### config.mk
export PLATFORM = sky130hd
export DESIGN_NAME = poison_flag_reg
export DESIGN_NICKNAME = d
export VERILOG_FILES = /design/src/rtl/poison_pkg.sv /design/src/rtl/poison_decode.sv /design/src/rtl/poison_set_merge.sv /design/src/rtl/poison_commit.sv /design/src/rtl/poison_flag_reg.sv
export SDC_FILE = /design/constraint.sdc
export NUM_CORES = 1
export LEC_CHECK = 0
export BUFFER_PORTS_ARGS = -buffer_cell sky130_fd_sc_hd__clkbuf_2
export CAP_MARGIN = 20
export CORE_MARGIN = 2
export CORE_UTILIZATION = 38
export DETAILED_ROUTE_END_ITERATION = 6
export GPL_TIMING_DRIVEN = 0
export PLACE_DENSITY = 0.68
export SYNTH_ARGS = -nofsm -noshare
export SYNTH_HDL_FRONTEND = slang
export SYNTH_SLANG_ARGS = --single-unit
### constraint.sdc
create_clock -name clk -period 2.4 [get_ports clk]
set_clock_uncertainty 0.05 [all_clocks]
set_input_delay 0.36 -clock clk [delete_from_list [all_inputs] [get_ports clk]]
set_output_delay 0.36 -clock clk [all_outputs]
set_load 0.005 [all_outputs]
### src/rtl/poison_pkg.sv
package poison_pkg;
  typedef enum logic [1:0] {
    CK_NONE   = 2'd0,
    CK_SINGLE = 2'd1,
    CK_WHOLE  = 2'd2
  } cmt_kind_e;
endpackage

### src/rtl/poison_decode.sv
module poison_decode #(
  parameter int FLAGS = 64,
  parameter int POS_W = 6
) (
  input  logic [POS_W-1:0] pos,
  output logic [FLAGS-1:0] onehot
);
  for (genvar i = 0; i < FLAGS; i++) begin : g_bit
    assign onehot[i] = (pos == POS_W'(i));
  end
endmodule

### src/rtl/poison_set_merge.sv
module poison_set_merge #(
  parameter int FLAGS = 64,
  parameter int POS_W = 6
) (
  input  logic             set_vld,
  input  logic [POS_W-1:0] set_idx,
  input  logic             merge_vld,
  input  logic [FLAGS-1:0] merge_vec,
  output logic [FLAGS-1:0] set_mask
);
  logic [FLAGS-1:0] set_hot;

  poison_decode #(.FLAGS(FLAGS), .POS_W(POS_W)) u_dec (
    .pos    (set_idx),
    .onehot (set_hot)
  );

  always_comb begin
    set_mask = '0;
    if (set_vld)   set_mask = set_mask | set_hot;
    if (merge_vld) set_mask = set_mask | merge_vec;
  end
endmodule

### src/rtl/poison_commit.sv
module poison_commit
  import poison_pkg::*;
#(
  parameter int HALF_W = 32,
  parameter int FLAGS  = 64,
  parameter int POS_W  = 6,
  parameter int IDX_W  = 7
) (
  input  logic [FLAGS-1:0] flags_cur,
  input  logic             cmt_vld,
  input  logic [IDX_W-1:0] cmt_idx,
  input  logic             hi_avail,
  input  logic             lo_avail,
  output logic             tested,
  output logic [FLAGS-1:0] clr_mask
);
  localparam int NHALF = 2;

  logic [NHALF-1:0] avail;
  logic [NHALF-1:0] half_any;
  logic [FLAGS-1:0] whole_mask;
  logic [FLAGS-1:0] one_hot;
  logic [POS_W-1:0] pos;
  logic             neg;
  logic             half_sel;
  logic             reach;
  cmt_kind_e        kind;

  assign avail    = {lo_avail, hi_avail};
  assign neg      = cmt_idx[IDX_W-1];
  assign pos      = cmt_idx[POS_W-1:0];
  assign half_sel = pos[POS_W-1];

  for (genvar h = 0; h < NHALF; h++) begin : g_half
    assign half_any[h] = |flags_cur[h*HALF_W +: HALF_W];
    assign whole_mask[h*HALF_W +: HALF_W] = {HALF_W{avail[h]}};
  end

  poison_decode #(.FLAGS(FLAGS), .POS_W(POS_W)) u_dec (
    .pos    (pos),
    .onehot (one_hot)
  );

  assign reach = neg ? (|avail) : avail[half_sel];

  always_comb begin
    if (!cmt_vld || !reach) kind = CK_NONE;
    else if (neg)           kind = CK_WHOLE;
    else                    kind = CK_SINGLE;
  end

  always_comb begin
    tested   = 1'b0;
    clr_mask = '0;
    case (kind)
      CK_SINGLE: begin
        tested   = flags_cur[pos];
        clr_mask = one_hot;
      end
      CK_WHOLE: begin
        tested   = |(half_any & avail);
        clr_mask = whole_mask;
      end
      default: ;
    endcase
  end
endmodule

### src/rtl/poison_flag_reg.sv
module poison_flag_reg #(
  parameter int HALF_W = 32,
  localparam int FLAGS = 2 * HALF_W,
  localparam int POS_W = $clog2(FLAGS),
  localparam int IDX_W = POS_W + 1
) (
  input  logic             clk,
  input  logic             rst,
  input  logic             set_vld,
  input  logic [POS_W-1:0] set_idx,
  input  logic             merge_vld,
  input  logic [FLAGS-1:0] merge_vec,
  input  logic             cmt_vld,
  input  logic [IDX_W-1:0] cmt_idx,
  input  logic             hi_avail,
  input  logic             lo_avail,
  input  logic             ctl_impl,
  input  logic             ctl_valid,
  input  logic             ctl_en,
  output logic [FLAGS-1:0] flags,
  output logic             cmt_exc,
  output logic             rec_clr,
  output logic [IDX_W-1:0] rec_clr_idx
);
  logic [FLAGS-1:0] flags_q;
  logic [FLAGS-1:0] set_mask;
  logic [FLAGS-1:0] clr_mask;
  logic             tested;
  logic             fire;

  poison_set_merge #(.FLAGS(FLAGS), .POS_W(POS_W)) u_set (
    .set_vld   (set_vld),
    .set_idx   (set_idx),
    .merge_vld (merge_vld),
    .merge_vec (merge_vec),
    .set_mask  (set_mask)
  );

  poison_commit #(.HALF_W(HALF_W), .FLAGS(FLAGS), .POS_W(POS_W), .IDX_W(IDX_W)) u_cmt (
    .flags_cur (flags_q),
    .cmt_vld   (cmt_vld),
    .cmt_idx   (cmt_idx),
    .hi_avail  (hi_avail),
    .lo_avail  (lo_avail),
    .tested    (tested),
    .clr_mask  (clr_mask)
  );

  assign fire = tested & ctl_impl & ctl_valid & ctl_en;

  always_ff @(posedge clk) begin
    if (rst) begin
      flags_q     <= '0;
      cmt_exc     <= 1'b0;
      rec_clr     <= 1'b0;
      rec_clr_idx <= '0;
    end else begin
      flags_q     <= (flags_q | set_mask) & ~clr_mask;
      cmt_exc     <= fire;
      rec_clr     <= fire;
      rec_clr_idx <= fire ? cmt_idx : '0;
    end
  end

  assign flags = flags_q;
endmodule

Yosys cells after proc, flatten, opt, wreduce, memory -nomap -nowiden
Index checks and enable logic that the tools add are counted.
{"block": "word_totals", "rom_bits": 0, "register_bits": 72, "out_inout_bits": 73, "n_memories": 0, "wordCells": 163, "latch_bits": 0, "in_bits": 87, "ramBits": 0}
{"block": "op_classes", "n_reduce_logical": 10, "shifts": 0, "n_mux": 11, "n_eq_ne": 128, "n_mul": 0, "n_lt_le_gt_ge": 2, "n_addsub": 0, "bitwise": 9, "div_mod_pow": 0}
{"op": "equality test 6 bit, second input constant", "n": 64}
{"op": "equality test 6 x 5 -> 1 bit, second input constant", "n": 32}
{"op": "2-to-1 mux 64 bit", "n": 2}
{"op": "OR 64 bit", "n": 2}
{"op": "one-hot mux 64 bit (2 select lines)", "n": 1}
{"op": "equality test 6 x 4 -> 1 bit, second input constant", "n": 16}
{"op": "bitwise AND 64 bit", "n": 1}
{"op": "inverter 64 bit", "n": 1}
{"op": "OR reduction 32 bit", "n": 2}
{"op": "equality test 6 x 3 -> 1 bit, second input constant", "n": 8}
{"op": "equality test 6 x 2 -> 1 bit, second input constant", "n": 4}
{"op": "equality test 6 x 1 -> 1 bit, second input constant", "n": 2}
{"op": "zero test 6 bit", "n": 2}
{"op": "less-than comparator 6 x 7 -> 1 bit, second input constant", "n": 1}
{"op": "binary-select mux 1 bit (select 6 bit)", "n": 1}
{"op": "OR reduction 2 bit", "n": 3}
{"op": "2-to-1 mux 1 bit", "n": 4}
{"op": "2-to-1 mux 2 bit", "n": 2}
{"op": "bitwise AND 1 bit", "n": 3}
{"op": "bitwise AND 2 bit", "n": 1}
{"op": "equality test 2 x 1 -> 1 bit, second input constant", "n": 1}
{"op": "equality test 2 bit, second input constant", "n": 1}
{"op": "zero test 1 bit", "n": 2}
{"op": "less-than comparator 1 x 2 -> 1 bit, second input constant", "n": 1}
{"op": "3 further kinds", "n": 3}

Longest topological paths before layout
{"block": "depth", "ltp_word": 13, "depth_mapped": 7, "mapped_depth_nobuf": 5}

Hierarchy
A second synthesis with hierarchy kept.
{"block": "hier_totals", "cells_unflattened": 641, "hier_area_um2": 5506.5}
{"mod": "poison_flag_reg", "cells_per_inst": 218, "n_inst": 1, "seq_area_each_um2": 1441.4, "area_each_um2": 2527.4}
{"mod": "poison_commit", "cells_per_inst": 155, "n_inst": 1, "seq_area_each_um2": 0.0, "area_each_um2": 1332.5}
{"mod": "poison_decode", "cells_per_inst": 95, "n_inst": 2, "seq_area_each_um2": 0.0, "area_each_um2": 461.7}
{"mod": "poison_set_merge", "cells_per_inst": 78, "n_inst": 1, "seq_area_each_um2": 0.0, "area_each_um2": 723.2}

Worst setup path before layout
No wires, ideal clock.
{"block": "synth_timing", "path_type": "input to register", "from": "input cmt_idx[1]", "to": "register rec_clr_idx[0]", "path_slack_ns": 0.535, "path_stages": 7, "setup_time_ns": 0.142, "t_required_ns": 2.208, "path_buffers": 2, "arrival_time_ns": 1.673, "path_cell_list": "buf_6 buf_6 mux2_1 o22ai_1 nor3_1 o41ai_4 a31oi_1"}
{"block": "synth_between", "elab_chain_len": 8}
{"item": "start: declaration", "line": "poison_flag_reg.sv:14", "rtl": "input logic [IDX_W-1:0] cmt_idx,"}
{"item": "binary-select mux 1 bit (select 6 bit)", "line": "poison_commit.sv:57", "rtl": "tested = flags_cur[pos];"}
{"item": "2-to-1 mux 1 bit (implied by the code)", "line": "poison_commit.sv:57"}
{"item": "one-hot mux 1 bit (2 select lines)", "line": "poison_commit.sv:55", "rtl": "case (kind)"}
{"item": "bitwise AND 1 bit (3 in a row)", "line": "poison_flag_reg.sv:49", "rtl": "assign fire = tested & ctl_impl & ctl_valid & ctl_en;"}
{"item": "inverter 1 bit (no line)"}
{"item": "OR reduction 2 bit (no line)"}
{"item": "end signal: assignment", "line": "poison_flag_reg.sv:61", "rtl": "rec_clr_idx <= fire ? cmt_idx : '0;"}
{"item": "end: declaration", "line": "poison_flag_reg.sv:23", "rtl": "output logic [IDX_W-1:0] rec_clr_idx"}
No other way between the ends. The select of a mux whose other input is x is not followed.
A chain may end at the register's enable or synchronous reset.

Worst setup path after layout
{"block": "layout_timing", "from": "register flags_q[15], in the netlist flags[15]", "to": "register rec_clr_idx[3]"}
{"block": "layout_between", "elab_chain_len": 9, "word_cells_on_any_way": 11, "classes_between": "3 x mux; 5 x bitwise; 3 x reduce/logical"}
{"item": "start: declaration", "line": "poison_flag_reg.sv:25", "rtl": "logic [FLAGS-1:0] flags_q;"}
{"item": "start signal: assignment", "line": "poison_flag_reg.sv:58", "rtl": "flags_q <= (flags_q | set_mask) & ~clr_mask;"}
{"item": "branches (longest 3 deep; another with binary-select mux 1 bit (select 6 bit))"}
{"item": "one-hot mux 1 bit (2 select lines) (*)", "line": "poison_commit.sv:55"}
{"item": "bitwise AND 1 bit (*) (3 in a row)", "line": "poison_flag_reg.sv:49"}
{"item": "inverter 1 bit (no line) (*)"}
{"item": "OR reduction 2 bit (no line) (*)"}
Mark *: on every way between the ends. The select of a mux whose other input is x is not followed.

==> flow_metrics.env <==
export IMPL_status="complete, no violations"
export IMPL_via_count=4505
export IMPL_wl_per_cell_um=23.2
export IMPL_hold_start="cmt_idx[2]"
export IMPL_grt_start_max_net_pins=14
export IMPL_ir_drop_mv=0.245
export IMPL_power_share_clock_pct=33.3
export IMPL_cap_violations=0
export IMPL_post_cts_setup_buffers=0
export IMPL_hold_viol=0
export IMPL_drtPass1Iterations=5
export IMPL_p_total_w=0.00293
export IMPL_ctsHoldBuffers=0
export IMPL_drt_iter0_markers=468
export IMPL_ys_seq_area_share_pct=38.3
export IMPL_fin_setup_tns_ns=0
export IMPL_yosys_top_cells_count="dfxtp_1, a211oi_1, a221oi_1, nor2_1, clkbuf_1"
export IMPL_finalCriticalPeriod_ns=1.95
export IMPL_pwr_share_comb_pct=20.0
export IMPL_route_detailed_drc=0
export IMPL_r2r_start="flags[15]"
export IMPL_yosysTopAreaCell="dfxtp_1"
export IMPL_cts_resized=0
export IMPL_dieArea_um2=10700
export IMPL_synth_cell_types=38
export IMPL_start_util_pct=38.9
export IMPL_synth_edf_count=0
export IMPL_synth_seq_cells=72
export IMPL_crit_path_end_kind="register"
export IMPL_async_flop_share_pct=0
export IMPL_cp_arrival_ns=2.11
export IMPL_tightest_slew_ns=0.976
export IMPL_power_density_nw_per_um2=597
export IMPL_wl_mm=16.1
export IMPL_leakagePower_nw=2.02
export IMPL_relSlewSlack_pct=34.4
export IMPL_p_sw_w=0.000902
export IMPL_cp_start_kind="register"
export IMPL_whs_ns=0.223
export IMPL_synthCells=392
export IMPL_dieHeight_um=104
export IMPL_finish_utilization_pct=50.6
export IMPL_fin_area_um2=4900
export IMPL_clk_latency_ns=0.37
export IMPL_synth_most_common_cell="dfxtp_1"
export IMPL_synthFlopType="dfxtp_1"
export IMPL_slew_violations=0
export IMPL_antenna_found_initial=0
export IMPL_cts_buffer_depth=2
export IMPL_cts_buffers=9
export IMPL_cts_tree="built"
export IMPL_io_buffers=155
export IMPL_core_um2=9680
export IMPL_diodes=0
export IMPL_ios=160
export IMPL_min_path_type="in -> reg"
export IMPL_yosysWarnings=0
export IMPL_gr_usage_all_layers_pct=29.4
export IMPL_area_delta_synth_final_pct=30.3
export IMPL_finalCritPeriodShare_pct=81.3
export IMPL_syn_area_per_cell_um2=9.60
export IMPL_die_width_um=104
export IMPL_crit_path_max_fanout=6
export IMPL_hpwlAfterDp_mm=12.8
export IMPL_path_class="reg -> reg"
export IMPL_grt_pass1_wl_mm=24.7
export IMPL_synth_top_area_share_pct=38.3
export IMPL_grt_pass1_vias=4421
export IMPL_clock_root_buffer="clkbuf_8"
export IMPL_via_per_inst=6.47
export IMPL_rsz0062_at_grt="false"
export IMPL_clock_fmax_ghz=0.512
export IMPL_required_ns=2.56
export IMPL_intPower_w=0.00203
export IMPL_setup_viol=0
export IMPL_seqPwrFrac_pct=46.7
export IMPL_n_fill_cell=949
export IMPL_swShare_pct=30.8
export IMPL_clk_pin_slew_ns=0.08
export IMPL_syn_area_um2=3760
export IMPL_cts_htree_levels=3
export IMPL_gp_congestion=0.974
export IMPL_cp_startpoint="flags[15]"
export IMPL_ant_nets=0
export IMPL_synthTopCellsByArea="dfxtp_1, a221oi_1, a211oi_1, mux2_1, nor4_1"
export IMPL_drive_gt1_share_pct=34.5
export IMPL_rows=36
export IMPL_syn_nets=479
export IMPL_grt_overflow_total=0
export IMPL_layout_nets=645
export IMPL_dpl_cell_area_um2=4710
export IMPL_cts_sinks=72
==> path summary, 6_finish.rpt <==
check	endpoint	slack [ns]	depth (start not counted)
max	rec_clr_idx[3]	0.45	5
min	rec_clr_idx[2]	0.22	3
max reg2reg	rec_clr_idx[3]	0.45	5
min reg2reg	flags[56]	0.61	2
==> logic make-up after synthesis <==
group / share of synthesized area, %
buffers and inverters: 5.15
AOI/OAI and AO/OA: 34.0
and+or+nand+nor: 13.2
DFF: 38.3
muxes: 9.37
==> layer usage <==
metal  wire [µm]  vias up  share of wire, %  track usage (%)
li1            -     1987                 -                -
met1        6490     2140                40             38.3
met2        7430      339                46             47.1
met3        1790       39                11             7.80
met4         415        0               2.6             10.5
met5           0        -                 0                0
==> critical path: stages, from the launching register on <==
cell,delay [ns]
dfxtp_1,0.35
mux4_2,0.49
nand2_1,0.09
a21oi_1,0.11
o41ai_4,0.51
a31oi_1,0.19
==> stage by stage <==
step | cells | setup slack (ns)
global placement | 680 | 0.205
floorplan | 392 | 0.535
detailed placement | 680 | 0.204
CTS | 696 | 0.484
global route | 696 | 0.403
finish | 696 | 0.449
==> layout by cell type (no fill, tap or decap), types with 5 or more instances in the layout <==
cell type and instances:
clkbuf_2 155, a211oi_1 66, clkbuf_1 25, a221oi_1 64
dfxtp_1 72, nand2_1 15, mux2_1 16, nor2_1 25
o22ai_1 10, nor3_1 16, nand2b_1 6, clkbuf_8 9
buf_6 5, a31oi_1 5, nor4_1 20, inv_1 5
==> area by class of cell <==
type / instances / area [µm²] / share of cell area [%]
Tap cell: 133 / 166 / 3.39
Buffer: 34 / 171 / 3.49
Clock inverter: 6 / 70.1 / 1.43
Sequential cell: 72 / 1440 / 29.4
Multi-Input combinational cell: 280 / 2130 / 43.4
Inverter: 6 / 22.5 / 0.459
Clock buffer: 10 / 128 / 2.60
Timing Repair Buffer: 155 / 776 / 15.8
==> power by group through the flow <==
stage               clock, W  combinational, W  sequential [W]
floorplan                  0          0.000318         0.00136
global placement           0          0.000566         0.00139
detailed placement         0          0.000573         0.00139
CTS                 0.000983          0.000576         0.00136
global route         0.00103          0.000630         0.00137
finish              0.000974          0.000587         0.00137
==> state kept, by name, indices dropped and copies added, names as in the netlist <==
register     flops
flags           64
rec_clr          1
rec_clr_idx      7
(Power assumes the default switching activity.)
